==> config.mk <==
export PLATFORM = sky130hd
export DESIGN_NAME = bp_inject_top
export DESIGN_NICKNAME = d
export VERILOG_FILES = /design/src/rtl/bp_inject_pkg.sv /design/src/rtl/bp_step_timer.sv /design/src/rtl/bp_lfsr.sv /design/src/rtl/bp_stall_point.sv /design/src/rtl/bp_inject_top.sv
export SDC_FILE = /design/constraint.sdc
export NUM_CORES = 1
export LEC_CHECK = 0
export ABC_AREA = 1
export BUFFER_PORTS_ARGS = -buffer_cell sky130_fd_sc_hd__buf_2
export CAP_MARGIN = 40
export CORE_ASPECT_RATIO = 1.5
export CORE_UTILIZATION = 37
export CTS_BUF_LIST = sky130_fd_sc_hd__clkbuf_4
export DETAILED_ROUTE_END_ITERATION = 10
export SLEW_MARGIN = 5
export SYNTH_ARGS = -nofsm -noshare
export SYNTH_HDL_FRONTEND = slang
export SYNTH_SLANG_ARGS = --single-unit
==> constraint.sdc <==
create_clock -name clk -period 1.8 [get_ports clk]
set_input_delay 0.36 -clock clk [delete_from_list [all_inputs] [get_ports clk]]
set_output_delay 0.36 -clock clk [all_outputs]
set_load 0.01 [all_outputs]
==> src/rtl/bp_inject_pkg.sv <==
// Shared constants and helpers for the backpressure injector.
// Assumes: the register is wide enough to give every point its own bit pair.
package bp_inject_pkg;
    localparam int NPT    = 3;
    localparam int WT_W   = 2;
    localparam int IVL_W  = 12;
    localparam int LFSR_W = 16;
    localparam logic [LFSR_W-1:0] LFSR_SEED = 16'hACE1;

    // Returns the feedback tap mask of a maximal-length register of width w.
    function automatic logic [31:0] tap_mask(input int w);
        case (w)
            16:      return 32'h0000_B400;
            24:      return 32'h00E1_0000;
            32:      return 32'h8020_0003;
            default: return 32'h0000_B400;
        endcase
    endfunction
endpackage

==> src/rtl/bp_step_timer.sv <==
// Counts clocks and pulses tick once every (ivl+1) clocks.
// Assumes: ivl may change at any time; a count at or past ivl ends the interval.
module bp_step_timer #(
    parameter int IVL_W = 12
) (
    input  logic             clk,
    input  logic             rst_n,
    input  logic [IVL_W-1:0] ivl,
    output logic             tick
);
    logic [IVL_W-1:0] cnt_q;

    // Interval ends once the count reaches the programmed limit.
    assign tick = (cnt_q >= ivl);

    // Count up between ticks; restart at zero on a tick.
    always_ff @(posedge clk) begin
        if (!rst_n)    cnt_q <= '0;
        else if (tick) cnt_q <= '0;
        else           cnt_q <= cnt_q + 1'b1;
    end

    // after a tick the count restarts from zero.
    p_wrap_r6: assert property (@(posedge clk) disable iff (!rst_n)
        tick |=> (cnt_q == '0));
    // a zero interval ticks on every clock.
    p_every_clk_r10: assert property (@(posedge clk) disable iff (!rst_n)
        (ivl == '0) |-> tick);
endmodule

==> src/rtl/bp_lfsr.sv <==
// Fibonacci shift register that advances only when adv is high.
// Assumes: the seed is nonzero, so the all-zero state is never entered.
module bp_lfsr
    import bp_inject_pkg::*;
#(
    parameter int          W    = 16,
    parameter logic [W-1:0] SEED = 16'hACE1
) (
    input  logic         clk,
    input  logic         rst_n,
    input  logic         adv,
    output logic [W-1:0] state
);
    localparam logic [W-1:0] MASK = W'(tap_mask(W));

    logic [W-1:0] st_q;
    logic         fb;

    // Feedback bit is the parity of the tapped positions.
    assign fb = ^(st_q & MASK);

    // Shift in the feedback bit on each advance; hold otherwise.
    always_ff @(posedge clk) begin
        if (!rst_n)   st_q <= SEED;
        else if (adv) st_q <= {st_q[W-2:0], fb};
    end

    assign state = st_q;

    // the register never holds zero.
    p_nonzero_r5: assert property (@(posedge clk) disable iff (!rst_n)
        st_q != '0);
    // without an advance the register holds still.
    p_hold_r6: assert property (@(posedge clk) disable iff (!rst_n)
        !adv |=> $stable(st_q));
endmodule

==> src/rtl/bp_stall_point.sv <==
// One injection point: latches a stall decision on each advance and gates ready.
// Assumes: rnd is the register value that becomes current on the tick edge.
module bp_stall_point #(
    parameter int WT_W = 2
) (
    input  logic            clk,
    input  logic            rst_n,
    input  logic            tick,
    input  logic [WT_W-1:0] rnd,
    input  logic [WT_W-1:0] wt,
    input  logic            en,
    input  logic            dn,
    output logic            up
);
    logic stall_q;

    // Latch the threshold comparison on every advance; hold in between.
    always_ff @(posedge clk) begin
        if (!rst_n)    stall_q <= 1'b0;
        else if (tick) stall_q <= (rnd >= wt);
    end

    // Withdraw ready while an enabled point is stalled.
    assign up = dn & ~(en & stall_q);

    // weight code 0 stalls after every advance.
    p_full_stall_r3: assert property (@(posedge clk) disable iff (!rst_n)
        (tick && wt == '0) |=> stall_q);
    // the decision holds between advances.
    p_hold_r7: assert property (@(posedge clk) disable iff (!rst_n)
        !tick |=> $stable(stall_q));
    // an enabled, stalled point never shows ready.
    p_gate_r8: assert property (@(posedge clk) disable iff (!rst_n)
        (en && stall_q) |-> !up);
    // a disabled point passes downstream ready straight through.
    p_pass_r2: assert property (@(posedge clk) disable iff (!rst_n)
        !en |-> (up == dn));
endmodule

==> src/rtl/bp_inject_top.sv <==
// Weighted random backpressure injector for three request points.
// Assumes: point 2 = normal writes, 1 = no-zeros writes, 0 = no-zeros reads.
module bp_inject_top
    import bp_inject_pkg::*;
(
    input  logic                  clk,
    input  logic                  rst_n,
    input  logic [NPT-1:0]        inj_en,
    input  logic [NPT*WT_W-1:0]   inj_wt,
    input  logic [IVL_W-1:0]      step_ivl,
    input  logic [NPT-1:0]        dn_rdy,
    output logic [NPT-1:0]        up_rdy
);
    localparam int PAIR_BITS = NPT * WT_W;

    logic              tick;
    logic [LFSR_W-1:0] rnd_now;
    logic [LFSR_W-1:0] rnd_next;

    // Each point needs a bit pair of its own.
    if (PAIR_BITS > LFSR_W) begin : g_bad_width
        initial $error("register too narrow for the points");
    end

    bp_step_timer #(.IVL_W(IVL_W)) timer_i (
        .clk   (clk),
        .rst_n (rst_n),
        .ivl   (step_ivl),
        .tick  (tick)
    );

    bp_lfsr #(.W(LFSR_W), .SEED(LFSR_SEED)) lfsr_i (
        .clk   (clk),
        .rst_n (rst_n),
        .adv   (tick),
        .state (rnd_now)
    );

    // Value the register takes on the next advance, so decisions match it.
    assign rnd_next = {rnd_now[LFSR_W-2:0], ^(rnd_now & LFSR_W'(tap_mask(LFSR_W)))};

    for (genvar i = 0; i < NPT; i++) begin : g_pt
        bp_stall_point #(.WT_W(WT_W)) pt_i (
            .clk   (clk),
            .rst_n (rst_n),
            .tick  (tick),
            .rnd   (rnd_next[i*WT_W +: WT_W]),
            .wt    (inj_wt[i*WT_W +: WT_W]),
            .en    (inj_en[i]),
            .dn    (dn_rdy[i]),
            .up    (up_rdy[i])
        );

        // an output never shows ready that downstream did not give.
        p_no_invent_r9: assert property (@(posedge clk) disable iff (!rst_n)
            up_rdy[i] |-> dn_rdy[i]);
    end
endmodule

==> results.tsv, run 1 <==
metric	value	unit
outcome	completed	
WS Path Type	flip-flop to flip-flop	
Critical-path top delay cell	dfxtp_1	
gr busiest metal	met2	
fin nets	324	
largest net degree at the start of global routing	27	
WL/cell	9.076	microns
gp weighted congestion	0.7802	
diodes inserted	0	
largest cells by area after synthesis	dfxtp_1, ha_1, nand2_1	
GRT Total Usage	13.90	%
Cell Chain, Critical Path	ha_1 > nand2_2 > nor2_4 > nand2_1 > nor2_2 > nand2_2 > nand2_4 > nand2_1 > nand2_1 > nor2_1	
drt pass-1 iters	4	
final WL	3122	microns
CTS tree	done	
Finished Layout Cells	344	
RSZ-0062 raised after global routing	true	
Core Region	4579	sq um
DP Cell Count	336	
layout cells sized above 1	19.64	%
I/O pins	29	
Num CTS Buffers	5	
Ys Warns	0	
Final Util	44.64	%
# fillers	511	
row cnt	30	
number of max-cap violations	0	
Area growth syn-to-layout	14.67	%
share of the synthesized area in the top cell type	34.81	%
Worst EP arrival	1.87	ns
buffers added on ports	28	
data required time at the worst endpoint	2.03	ns
Die Y	87.02	microns
CP Capture Type	flip-flop	
Period Utilization, post-route	91.22	%
GRT overflow	0	
die width	58.68	microns
startpoint class of the critical path	flip-flop	
HP Class	primary input to flip-flop	
Root Buffer	clkbuf_4	
Avg Inst Size Synth	7.218	sq um
first-pass GRT wire length	5354	microns
fmax	609.0	MHz
Longest Clk Path Bufs	2	
M3 GR Usage	4.012	%
Worst-Margin Slew	0.3115	ns
final hold violation count	0	
CTS clk-pin slew, worst paths	0.09	ns
Die ar.	5106	sq um
Crit path top cell by count	nand2_1	
vias in the first global route	1313	
Antenna Nets Post-Route	0	
hold buffer count at cts	0	
# DRC	0	
Mapped Nets	292	
crit path time final	1.642	ns
Max FO, Critical Path	26	
Distinct cells, synth	24	
CTS Sinks	31	
Netlist Area Pre-Place	1783	sq um
Via Count	1519	
HPWL Detailed	2384	microns
Slew headroom	79.16	%
initial antenna violation count	0	
Synth Register Bits	31	
Worst path max stage delay	0.34	ns
post-CTS setup buffers	0	
Seq/Total Area, Yosys	34.81	%
Vias/cell	4.416	
H-tree levels	2	
register area	621.8	sq um
Slew Viols, Final	0	
M1 GR Usage	15.03	%
clock skew	0.01024	ns
1st-iter DRT viols	31	
commonest non-fill, non-tap cells in the layout	nand2_1, inv_1, nor2_1	
Largest delay share family, worst path	simple AND/OR/NAND/NOR gates	
commonest non-fill, non-tap cell in the layout	nand2_1	
starting density of the core	38.93	%
highest ir drop seen on vdd	0.2575	mV
Pwr per Cell Area	604.8	nW/um^2
multi-input logic area	949.7	sq um
met2 usage	24.14	%
worst skew pair latency	0.34	ns
Final Setup Violations	0	
Cells after Synth	247	
largest area contributor in the netlist	dfxtp_1	
Buf/Inv on CP	0	
LEAKAGE	1.058	nW
worst min-delay path, cell delays in order:
cell     delay, ns
buf_2         0.11
nand3_1       0.10
buf_4         0.15
a21oi_2       0.03
logic make-up after synthesis:
logic type | Yosys count | share of synthesized area, %
buffers and inverters | 48 | 11.93
XOR/XNOR | 9 | 4.421
flip-flops | 31 | 34.81
AO/OA/AOI/OAI | 15 | 5.684
adder cells (fa/ha/maj) | 19 | 13.33
AND/OR/NAND/NOR | 125 | 29.83
cell type report:
class | count | share of cell area [%]
repair buffers | 35 | 9.425
clock buffers | 7 | 2.570
inverters | 38 | 6.977
flip-flops and latches | 31 | 30.42
well taps | 64 | 3.917
multi-input cells | 168 | 46.45
clock inverters | 1 | 0.2448
through the flow:
step / hold slack [ns] / setup TNS [ns] / area, sq um / total power [mW] / worst slack, ns
after floorplan: 0.4173 / 0 / 1783 / 0.7906 / 0.2027
after global placement: 0.4324 / 0 / 1986 / 0.8297 / 0.04556
after detailed placement: 0.4397 / 0 / 1986 / 0.8331 / 0.01402
after CTS: 0.4334 / 0 / 2043 / 1.252 / 0.1332
after global routing: 0.4426 / -0.008978 / 2044 / 1.294 / -0.007265
final: 0.4442 / 0 / 2044 / 1.237 / 0.1580
path summary, 6_finish.rpt:
check	from	endpoint	slack [ns]	depth (start not counted)
min reg2reg	timer_i.cnt_q[0]$_SDFF_PP0_	timer_i.cnt_q[0]$_SDFF_PP0_	0.46	1
min	rst_n	timer_i.cnt_q[10]$_SDFF_PP0_	0.44	4
max	timer_i.cnt_q[11]$_SDFF_PP0_	lfsr_i.state[14]$_SDFFE_PN0P_	0.16	10
max reg2reg	timer_i.cnt_q[11]$_SDFF_PP0_	lfsr_i.state[14]$_SDFFE_PN0P_	0.16	10
power by group:
group / internal [mW] / switching, mW / total, mW
Combinational: 0.0571 / 0.0603 / 0.117
Clock: 0.182 / 0.240 / 0.422
Sequential: 0.692 / 0.00541 / 0.697
Total: 0.931 / 0.306 / 1.24
synthesized netlist by cell type:
cell type and count:
nand2_1 58, inv_1 37, nor2_1 33, dfxtp_1 31, nand3_1 24, ha_1 19
a21oi_1 9, xor2_1 5, buf_4 4, xnor2_1 4, a21boi_0 3, a21oi_2 2
buf_2 2, buf_6 2, clkbuf_1 2, nand2_2 2, nor3_1 2, or2_2 2
a21oi_4 1, and3_1 1, inv_2 1, nand2_4 1, nor2_2 1, nor2_4 1
registers in the layout, indices dropped and copies added, names as in the netlist:
| register | count |
|---|---|
| g_pt.pt_i.stall_q | 3 |
| lfsr_i.state | 16 |
| timer_i.cnt_q | 12 |
what timing repair did:
item                                   4_1_cts  5_1_grt
endpoints found under the hold margin        0        0
gates resized for setup                      0        1
setup endpoints to repair                    0        4
per-layer routing:
| metal | wire length, microns | part of all wire (%) |
|---|---|---|
| met5 | 0 | 0 |
| met4 | 70 | 2.2 |
| met3 | 122 | 3.9 |
| met2 | 1535 | 49 |
| met1 | 1393 | 45 |
No activity file was read; power rests on OpenSTA's default activity.
==> run 2, diff against run 1 <==
--- a/config.mk
+++ b/config.mk
@@ -15,4 +15,5 @@
 export SLEW_MARGIN = 5
 export SYNTH_ARGS = -nofsm -noshare
 export SYNTH_HDL_FRONTEND = slang
+export SYNTH_HIERARCHICAL = 1
 export SYNTH_SLANG_ARGS = --single-unit
==> run 2 against run 1 <==
Critical path depth is the same. Cell area grew 13%. Combinational power grew 5%.
==> results.tsv, run 2 <==
metric	value	unit	change
final hold violation count	0		unchanged
largest cells by area after synthesis	dfxtp_1, nand2_1, ha_1		
Pwr per Cell Area	581.4	nW/um^2	-3.9%
data required time at the worst endpoint	2.02	ns	about the same
Slew Viols, Final	0		unchanged
# fillers	499		-2.3%
Ys Warns	6		+6
number of synthesized flops with an enable pin	0		unchanged
LEAKAGE	1.235	nW	+17%
Netlist Area Pre-Place	1867	sq um	+4.7%
Num CTS Buffers	5		unchanged
post-CTS setup buffers	0		unchanged
RSZ-0062 raised after global routing	true		
fmax	596.2	MHz	-2.1%
vias in the first global route	1493		+14%
Die ar.	5339	sq um	+4.6%
register area	625.6	sq um	+0.60%
H-tree levels	2		unchanged
Root Buffer	clkbuf_4		
diodes inserted	0		unchanged
commonest non-fill, non-tap cell in the layout	nand2_1		
Internal Power	1.037	mW	+11%
HP Class	primary input to flip-flop		
highest ir drop seen on vdd	0.6639	mV	+160%
Cells after Synth	265		+7.3%
final WL	3595	microns	+15%
FF-to-FF Start	timer_i/cnt_q[7]$_SDFF_PP0_		
layout cells sized above 1	24.68	%	+5.0 points
clock skew	0.008600	ns	-0.001636 ns
outcome	completed		
Worst Setup SP	timer_i/cnt_q[7]$_SDFF_PP0_		
first-pass GRT wire length	6085	microns	+14%
starting density of the core	38.50	%	-0.43 points
# DRC	0		unchanged
Period Utilization, post-route	93.18	%	+2.0 points
Distinct cells, synth	22		-8.3%
Antenna Nets Post-Route	0		unchanged
row cnt	31		+3.3%
startpoint class of the critical path	flip-flop		
cell with the most instances after synthesis	nand2_1		
I/O pins	29		unchanged
Via Count	1665		+9.6%
max reg flops	16		unchanged
multi-input logic area	1046	sq um	+10%
R2R depth	10		unchanged
Worst EP arrival	1.90	ns	+0.03 ns
CTS Sinks	31		unchanged
share of the synthesized area in the top cell type	33.24	%	-1.6 points
Clk network pwr share	38.7	%	+4.6 points
Cell Chain, Critical Path	ha_1 > nand2_1 > inv_1 > nand2_1 > nand2_1 > a21oi_2 > nand2_4 > clkbuf_16 > a21oi_1 > o21ai_1		
Seq/Total Area, Yosys	33.24	%	-1.6 points
gp weighted congestion	0.7439		-4.7%
overall power	1.338	mW	+8.2%
GRT Total Usage	15.17	%	+1.3 points
Hold Crit Depth	2		-2
crit path time final	1.677	ns	+0.03519 ns
Max FO, Critical Path	10		-62%
buffers added on ports	28		unchanged
Mapped Nets	310		+6.2%
sw power	0.3010	mW	-1.5%
1st-iter DRT viols	41		+32%
initial antenna violation count	0		unchanged
Longest Clk Path Bufs	2		unchanged
Final Util	47.46	%	+2.8 points
HPWL Detailed	2703	microns	+13%
hold buffer count at cts	0		unchanged
WL/cell	9.612	microns	+5.9%
hold path start	rst_n		
Crit path top cell by count	nand2_1		
Worst path max stage delay	0.33	ns	about the same
commonest non-fill, non-tap cells in the layout	nand2_1, inv_1, buf_2		
Die Y	89.00	microns	+2.3%
Core Region	4848	sq um	+5.9%
fin nets	352		+8.6%
ys flop type	dfxtp_1		
Slew headroom	78.27	%	-0.89 points
Final Setup Violations	0		unchanged
Vias/cell	4.452		+0.82%
DP Area	2127	sq um	+7.1%
Async SR Flop Fraction	0	%	unchanged
Post-Layout Inst Area	2301	sq um	+13%
synth cell count leaders	nand2_1, inv_1, dfxtp_1		
CTS tree	done		
CP Capture Type	flip-flop		
largest area contributor in the netlist	dfxtp_1		
worst skew pair latency	0.33	ns	about the same
switching portion of total power	22.50	%	-2.2 points
drt pass-1 iters	4		unchanged
die width	60.00	microns	+2.2%
Synth Register Bits	31		unchanged
GRT overflow	0		unchanged
Worst-Margin Slew	0.3260	ns	+0.01448 ns
largest net degree at the start of global routing	22		-19%
Area growth syn-to-layout	23.26	%	
Reg power frac	52.1	%	-4.3 points
Critical-path top delay cell	dfxtp_1		
combinational power share	9.2	%	-0.3 points
WS Path Type	flip-flop to flip-flop		
number of max-cap violations	0		unchanged
Avg Inst Size Synth	7.044	sq um	-2.4%
CTS clk-pin slew, worst paths	0.09	ns	about the same
[run 2: cell types whose count changed after synthesis, sizes merged, moves of 3 or more]
| cell | delta |
|---|---|
| nand2 | +11 |
| nand3 | -13 |
| inv | +12 |
| o21ai | +14 |
| buf | -3 |
[run 2: power groups by stage]
stage / logic (mW) / clock network (mW) / registers, mW
2_1_floorplan: 0.0712 / 0 / 0.714
3_3_place_gp: 0.117 / 0 / 0.713
3_5_place_dp: 0.120 / 0 / 0.713
4_1_cts: 0.120 / 0.542 / 0.697
5_1_grt: 0.144 / 0.576 / 0.698
6_report: 0.123 / 0.518 / 0.697
[run 2: per-layer routing]
layer | global-route usage, % | part of all wire, %
met2 | 27.58 | 51
met4 | 5.708 | 1.6
met1 | 16.47 | 45
met3 | 3.907 | 2.7
met5 | 0 | 0
[run 2: cell families (layout without fill, tap and decap cells)]
logic type | count (synthesis) | count (layout) | share of synthesized area, %
flip-flops | 31 | 31 | 33.24
AO/OA/AOI/OAI | 31 | 31 | 9.651
AND/OR/NAND/NOR | 121 | 121 | 27.61
buffers and inverters | 55 | 98 | 13.00
adder cells (fa/ha/maj) | 19 | 19 | 12.73
XOR/XNOR | 8 | 8 | 3.754
[run 2: final cells by class]
type | count | area share, %
clock inverters | 3 | 1.686
clock buffers | 5 | 1.631
multi-input cells | 179 | 45.46
well taps | 66 | 3.589
inverters | 50 | 8.374
flip-flops and latches | 31 | 27.19
repair buffers | 40 | 12.07
[run 2: final timing paths]
kind                                   endpoint  slack (ns)
setup / recovery  lfsr_i/state[15]$_SDFFE_PN1P_        0.12
hold reg to reg    lfsr_i/state[6]$_SDFFE_PN1P_        0.47
setup reg to reg  lfsr_i/state[15]$_SDFFE_PN1P_        0.12
hold / removal     lfsr_i/state[7]$_SDFFE_PN1P_        0.39
[run 2: worst max-delay path, delay by kind of cell (launching register included)]
family	cells	cell delay [ns]
compound gates	3	0.45
fa+ha+maj	1	0.29
buf+inv	2	0.21
flops	1	0.33
simple gates	4	0.29
[run 2: stage by stage]
step           instances  hold slack (ns)   TNS, ns  setup WS (ns)
2_1_floorplan        265           0.4292         0       0.005945
3_3_place_gp         364           0.4432  -0.03304       -0.02440
3_5_place_dp         364           0.4491   -0.6833        -0.1256
4_1_cts              372           0.3672         0        0.04495
5_1_grt              374           0.4002   -0.1021       -0.01908
6_report             374           0.3948         0         0.1228
[run 2: timing repair]
| action | 4_1_cts | 5_1_grt |
|---|---|---|
| pin swaps | 0 | 4 |
| resized for setup | 1 | 14 |
| setup endpoints to repair | 1 | 21 |
| gates cloned | 0 | 2 |
